$ cat src/rtl/strmove_pkg.sv
package strmove_pkg;
  typedef enum logic [2:0] {
    ST_IDLE,
    ST_READ,
    ST_WRITE,
    ST_USRC,
    ST_UDST,
    ST_UCNT,
    ST_DONE
  } step_e;
endpackage

$ cat src/rtl/strmove_seq.sv
module strmove_seq
  import strmove_pkg::*;
(
  input  logic clk,
  input  logic rst,
  input  logic start,
  input  logic cnt_in_zero,
  input  logic cnt_at_one,
  output logic accept,
  output logic rd_evt,
  output logic wr_evt,
  output logic usrc_evt,
  output logic udst_evt,
  output logic ucnt_evt,
  output logic busy,
  output logic done
);
  step_e state_q, state_d;

  always_comb begin
    state_d = state_q;
    unique case (state_q)
      ST_IDLE:  if (start) state_d = cnt_in_zero ? ST_DONE : ST_READ;
      ST_READ:  state_d = ST_WRITE;
      ST_WRITE: state_d = ST_USRC;
      ST_USRC:  state_d = ST_UDST;
      ST_UDST:  state_d = ST_UCNT;
      ST_UCNT:  state_d = cnt_at_one ? ST_DONE : ST_READ;
      ST_DONE:  state_d = ST_IDLE;
      default:  state_d = ST_IDLE;
    endcase
  end

  always_ff @(posedge clk) begin
    if (rst) state_q <= ST_IDLE;
    else     state_q <= state_d;
  end

  assign accept   = (state_q == ST_IDLE) && start;
  assign rd_evt   = (state_q == ST_READ);
  assign wr_evt   = (state_q == ST_WRITE);
  assign usrc_evt = (state_q == ST_USRC);
  assign udst_evt = (state_q == ST_UDST);
  assign ucnt_evt = (state_q == ST_UCNT);
  assign busy     = (state_q != ST_IDLE);
  assign done     = (state_q == ST_DONE);

  // done is a single-cycle pulse that returns the engine to idle
  a_r9_done_pulse: assert property (@(posedge clk) disable iff (rst)
    done |=> (!done && !busy));

  // once running, the engine stays busy until its own done
  a_r2_busy_hold: assert property (@(posedge clk) disable iff (rst)
    (busy && !done) |=> busy);

  // a zero-count start completes on the next cycle without memory traffic
  a_r3_zero_done: assert property (@(posedge clk) disable iff (rst)
    (accept && cnt_in_zero) |=> (done && !rd_evt && !wr_evt));
endmodule

$ cat src/rtl/strmove_regs.sv
module strmove_regs #(
  parameter int AW    = 16,
  parameter int CW    = 16,
  parameter int LANES = 4
) (
  input  logic          clk,
  input  logic          rst,
  input  logic          accept,
  input  logic          word_in,
  input  logic [CW-1:0] cnt_in,
  input  logic [AW-1:0] src_in,
  input  logic [AW-1:0] dst_in,
  input  logic          usrc_evt,
  input  logic          udst_evt,
  input  logic          ucnt_evt,
  output logic [CW-1:0] cnt_q,
  output logic [AW-1:0] src_q,
  output logic [AW-1:0] dst_q,
  output logic          word_q,
  output logic          cnt_at_one
);
  function automatic logic [AW-1:0] advance(input logic [AW-1:0] p, input logic w);
    return p + (w ? AW'(LANES) : AW'(1));
  endfunction

  always_ff @(posedge clk) begin
    if (rst) begin
      cnt_q  <= '0;
      src_q  <= '0;
      dst_q  <= '0;
      word_q <= 1'b0;
    end else if (accept) begin
      cnt_q  <= cnt_in;
      src_q  <= src_in;
      dst_q  <= dst_in;
      word_q <= word_in;
    end else begin
      if (usrc_evt) src_q <= advance(src_q, word_q);
      if (udst_evt) dst_q <= advance(dst_q, word_q);
      if (ucnt_evt) cnt_q <= cnt_q - CW'(1);
    end
  end

  assign cnt_at_one = (cnt_q == CW'(1));

  // one decrement per element
  a_r7_cnt_dec: assert property (@(posedge clk) disable iff (rst)
    ucnt_evt |=> (cnt_q == $past(cnt_q) - CW'(1)));

  // destination pointer moves by the element stride
  a_r6_dst_step: assert property (@(posedge clk) disable iff (rst)
    udst_evt |=> (dst_q - $past(dst_q) == (word_q ? AW'(LANES) : AW'(1))));
endmodule

$ cat src/rtl/strmove_lane.sv
module strmove_lane #(
  parameter int DW    = 32,
  parameter int LANES = DW / 8,
  parameter int LSB   = $clog2(LANES)
) (
  input  logic             word,
  input  logic [LSB-1:0]   src_lane,
  input  logic [LSB-1:0]   dst_lane,
  input  logic [DW-1:0]    rdata,
  output logic [DW-1:0]    wdata,
  output logic [LANES-1:0] be
);
  logic [7:0]       pick;
  logic [LANES-1:0] one_lane;

  always_comb begin
    pick     = 8'h00;
    one_lane = '0;
    for (int i = 0; i < LANES; i++) begin
      if (src_lane == LSB'(i)) pick = rdata[8*i +: 8];
      if (dst_lane == LSB'(i)) one_lane[i] = 1'b1;
    end
  end

  assign wdata = word ? rdata : {LANES{pick}};
  assign be    = word ? {LANES{1'b1}} : one_lane;
endmodule

$ cat src/rtl/strmove_engine.sv
module strmove_engine #(
  parameter int AW = 16,
  parameter int CW = 16,
  parameter int DW = 32
) (
  input  logic              clk,
  input  logic              rst,
  input  logic              start,
  input  logic              size_word,
  input  logic [CW-1:0]     cnt_in,
  input  logic [AW-1:0]     src_in,
  input  logic [AW-1:0]     dst_in,
  output logic              busy,
  output logic              done,
  output logic              mem_req,
  output logic              mem_we,
  output logic [AW-1:0]     mem_addr,
  output logic [DW/8-1:0]   mem_be,
  output logic [DW-1:0]     mem_wdata,
  input  logic [DW-1:0]     mem_rdata,
  output logic [CW-1:0]     cnt_out,
  output logic [AW-1:0]     src_out,
  output logic [AW-1:0]     dst_out
);
  localparam int LANES = DW / 8;
  localparam int LSB   = $clog2(LANES);

  logic accept, rd_evt, wr_evt, usrc_evt, udst_evt, ucnt_evt;
  logic cnt_at_one, word_q;
  logic [CW-1:0] cnt_q;
  logic [AW-1:0] src_q, dst_q;
  logic [DW-1:0] lane_wdata;
  logic [LANES-1:0] lane_be;

  strmove_seq u_seq (
    .clk(clk), .rst(rst), .start(start),
    .cnt_in_zero(cnt_in == '0), .cnt_at_one(cnt_at_one),
    .accept(accept), .rd_evt(rd_evt), .wr_evt(wr_evt),
    .usrc_evt(usrc_evt), .udst_evt(udst_evt), .ucnt_evt(ucnt_evt),
    .busy(busy), .done(done)
  );

  strmove_regs #(.AW(AW), .CW(CW), .LANES(LANES)) u_regs (
    .clk(clk), .rst(rst), .accept(accept), .word_in(size_word),
    .cnt_in(cnt_in), .src_in(src_in), .dst_in(dst_in),
    .usrc_evt(usrc_evt), .udst_evt(udst_evt), .ucnt_evt(ucnt_evt),
    .cnt_q(cnt_q), .src_q(src_q), .dst_q(dst_q),
    .word_q(word_q), .cnt_at_one(cnt_at_one)
  );

  strmove_lane #(.DW(DW), .LANES(LANES), .LSB(LSB)) u_lane (
    .word(word_q), .src_lane(src_q[LSB-1:0]), .dst_lane(dst_q[LSB-1:0]),
    .rdata(mem_rdata), .wdata(lane_wdata), .be(lane_be)
  );

  assign mem_req   = rd_evt | wr_evt;
  assign mem_we    = wr_evt;
  assign mem_addr  = wr_evt ? dst_q : src_q;
  assign mem_be    = wr_evt ? lane_be : {LANES{1'b1}};
  assign mem_wdata = lane_wdata;
  assign cnt_out   = cnt_q;
  assign src_out   = src_q;
  assign dst_out   = dst_q;

  // every write is immediately preceded by a read
  a_r10_rd_before_wr: assert property (@(posedge clk) disable iff (rst)
    (mem_req && mem_we) |-> $past(mem_req && !mem_we));

  // byte writes touch a single lane
  a_r4_byte_lane: assert property (@(posedge clk) disable iff (rst)
    (mem_req && mem_we && !word_q) |-> ($countones(mem_be) == 1));

  // word writes enable every lane
  a_r5_word_be: assert property (@(posedge clk) disable iff (rst)
    (mem_req && mem_we && word_q) |-> (mem_be == {LANES{1'b1}}));
endmodule

$ cat config.mk
export PLATFORM = sky130hd
export DESIGN_NAME = strmove_engine
export DESIGN_NICKNAME = d
export VERILOG_FILES = /design/src/rtl/strmove_pkg.sv /design/src/rtl/strmove_seq.sv /design/src/rtl/strmove_regs.sv /design/src/rtl/strmove_lane.sv /design/src/rtl/strmove_engine.sv
export SDC_FILE = /design/constraint.sdc
export NUM_CORES = 1
export LEC_CHECK = 0
export BUFFER_PORTS_ARGS = -buffer_cell sky130_fd_sc_hd__clkbuf_2
export CORE_ASPECT_RATIO = 1.1
export CORE_UTILIZATION = 35
export CTS_CLUSTER_SIZE = 40
export DETAILED_ROUTE_END_ITERATION = 16
export SLEW_MARGIN = 20
export SYNTH_ARGS = -nofsm -noshare
export SYNTH_HDL_FRONTEND = slang
export SYNTH_SLANG_ARGS = --single-unit
$ cat constraint.sdc
create_clock -name clk -period 3.06 [get_ports clk]
set_clock_uncertainty 0.2 [all_clocks]
set_input_delay 0.459 -clock clk [delete_from_list [all_inputs] [get_ports clk]]
set_output_delay 0.459 -clock clk [all_outputs]
set_load 0.03 [all_outputs]
==> flow_metrics.py <==
metrics = {
    "floorplanning": {
        "coreArea_sq_um": 9980,
        "die_y_um": 109,
        "ios": 188,
        "fp.dieW_um": 99.2,
        "initial_core_util_pct": 36.5,
        "die_area_sq_um": 10800,
        "rows": 38,
    },
    "power": {
        "p_seq_share_pct": 37.5,
        "pwr-share-clk_pct": 16.9,
        "cellLeakagePower_nw": 2.15,
        "vdd_ir_drop_max_mv": 0.241,
        "power.internal_mw": 1.24,
        "swShare_pct": 45.5,
        "p_comb_share_pct": 45.6,
        "powerDensity_nw_per_um2": 473,
        "switchingPower_mw": 1.03,
    },
    "routing": {
        "wl_per_cell_um": 16.2,
        "wl_um": 12500,
        "wl_met3_um": 658,
        "met1Wirelength_um": 5450,
        "vias_per_cell": 5.57,
        "ant_nets": 0,
        "highest_layer": "met4",
        "drt-initial-drc-count": 196,
        "vias": 4297,
        "wl_met2_um": 6300,
        "drc_errors": 0,
        "first_pass_iters": 7,
    },
    "logic_synthesis": {
        "synth_cell_type_count": 54,
        "synth.most_common_cell": "nand2_1",
        "ys_ff_latch": 52,
        "async_flop_share_pct": 0,
        "synth_fp_nets": 567,
        "synth.cell_area_sq_um": 3640,
        "synth_top_area_share_pct": 28.6,
        "synth_area_leaders": "dfxtp_1, nand2_1, nor2_1",
        "ys.flop_type": "dfxtp_1",
        "syn_avg_cell_area_sq_um": 7.67,
        "yosysTopAreaCell": "dfxtp_1",
        "synth_cells": 475,
        "synth_edf_count": 0,
        "synth_warnings": 0,
        "yosysSeqAreaShare_pct": 28.6,
        "ys_top_cells_by_count": "nand2_1, dfxtp_1, nor2_1",
    },
    "layout": {
        "final_cell_area_sq_um": 4810,
        "n_fill_cell": 1038,
        "fin_nets": 743,
        "drive_gt1_share_pct": 36.7,
        "n_antenna_cell": 0,
        "synthToLayoutAreaGrowth_pct": 32.1,
    },
    "placement": {
        "place_area_sq_um": 4730,
        "hpwl_um": 9620,
        "gp_congestion": 0.843,
        "io_buffers": 187,
    },
    "timing": {
        "worst_slew_pin_slew_ps": 866,
        "report.final.slew_viol_count": 0,
        "hold_viol": 0,
        "finalCritPeriodShare_pct": 92.5,
        "max_freq_mhz": 353,
        "final-setup-viol-count": 0,
        "maxSlewHeadroom_pct": 42.3,
        "rsz0062_at_grt": "no",
        "finalCriticalPeriod_ps": 2830,
        "finalSetupTns_ps": 0,
    },
    "clocking": {
        "cts_tree": "done",
        "clockRootBuffer": "clkbuf_8",
        "postCtsHoldBufs": 0,
        "cts_max_level": 2,
        "cts_resized": 0,
        "clock_latency_ps": 310,
        "cts_num_sinks": 52,
        "cts_inserted_buffers": 5,
        "cts.reportedPaths.clkPinSlew_ps": 90,
        "post_cts_buffers": 0,
        "clockBufferDepth": 2,
    },
    "global_route": {
        "grt_pass1_vias": 3901,
        "grt_use_total_pct": 21.9,
        "grt_max_degree": 38,
        "grt_first_pass_wirelength_um": 19000,
        "antenna_found_initial": 0,
        "grt_overflow": 0,
    },
    "critical_path": {
        "worstPathRequired_ps": 2400,
        "endpoint_kind": "primary output",
        "crit_arrival_ps": 2170,
        "critical_path_class": "reg -> out",
        "startpoint_type": "flop",
        "path_max_fanout": 19,
    },
    "status": {
        "status": "completed",
    },
    "run": {
        "cap_viol_max_count": 0,
    },
    "min_path": {
        "min_path_type": "in -> reg",
    },
}
layout by cell type, fill, tap and decap left out, drive strengths merged, types with 11 or more instances in the layout:
cell    instances
or4            12
clkbuf        193
nand2          96
nor4           13
buf            14
dfxtp          52
mux2           16
nor2           52
o21ai          15
a21oi          18
a311oi         11
a211oi         14
flip-flops by register name, summed over array words and instances (netlist names):
| name | count |
|---|---|
| u_regs.cnt_q | 16 |
| u_regs.dst_q | 16 |
| u_regs.src_q | 16 |
| u_regs.word_q | 1 |
| u_seq.state_q | 3 |
power groups by stage:
stage | combinational (mW) | sequential [mW] | clock [mW]
2_1_floorplan | 0.601 | 0.948 | 0
3_3_place_gp | 1.03 | 0.867 | 0
3_5_place_dp | 1.04 | 0.869 | 0
4_1_cts | 1.04 | 0.853 | 0.396
5_1_grt | 1.11 | 0.867 | 0.422
6_report | 1.04 | 0.854 | 0.385
kinds of logic (layout without fill, tap and decap cells):
family | after synthesis | in the layout | synth area share, %
flip-flops | 52 | 52 | 28.6
AO/OA/AOI/OAI | 102 | 102 | 19.5
multiplexers | 24 | 24 | 9.90
XOR/XNOR | 14 | 14 | 3.37
adder cells (fa/ha/maj) | 8 | 8 | 2.75
buffers and inverters | 43 | 219 | 4.71
AND/OR/NAND/NOR | 232 | 232 | 31.2
critical path: stages, from the launching register on:
cell,delay [ps]
dfxtp_1,750
nor3b_2,270
buf_4,280
mux2_2,370
clkbuf_2,180
final timing paths:
path | from | to | slack [ps] | depth (start not counted)
max | u_seq.state_q[1] | mem_addr[6] | 230 | 4
min | size_word | u_regs.word_q | 180 | 3
max reg2reg | u_regs.word_q | u_regs.src_q[12] | 570 | 6
min reg2reg | u_regs.cnt_q[6] | u_regs.cnt_q[6] | 320 | 2
cell type report:
cell class              instances  area (sq um)  share of cell area [%]
clock inverters                 1          5.00                   0.104
flip-flops and latches         52          1040                    21.6
well taps                     120           150                    3.12
multi-input cells             380          2450                    50.9
repair buffers                201          1050                    21.9
inverters                      11          41.3                   0.858
clock buffers                   6          72.6                    1.51
metal layers:
layer	track usage [%]	up-vias
met3	3.97	10
met1	27.5	2031
met2	39.3	140
met5	0	-
met4	4.20	0
li1	-	2116
per-stage QoR:
step	std cells	total power, mW	hold slack [ps]	utilization (%)	setup slack, ps
finish	771	2.28	181	48.2	231
global placement	764	1.90	302	47.4	618
detailed placement	764	1.91	300	47.4	563
CTS	771	2.29	177	48.2	219
floorplan	475	1.55	395	-	511
global route	771	2.40	188	48.2	107
Power figures use the tool's default switching activity.
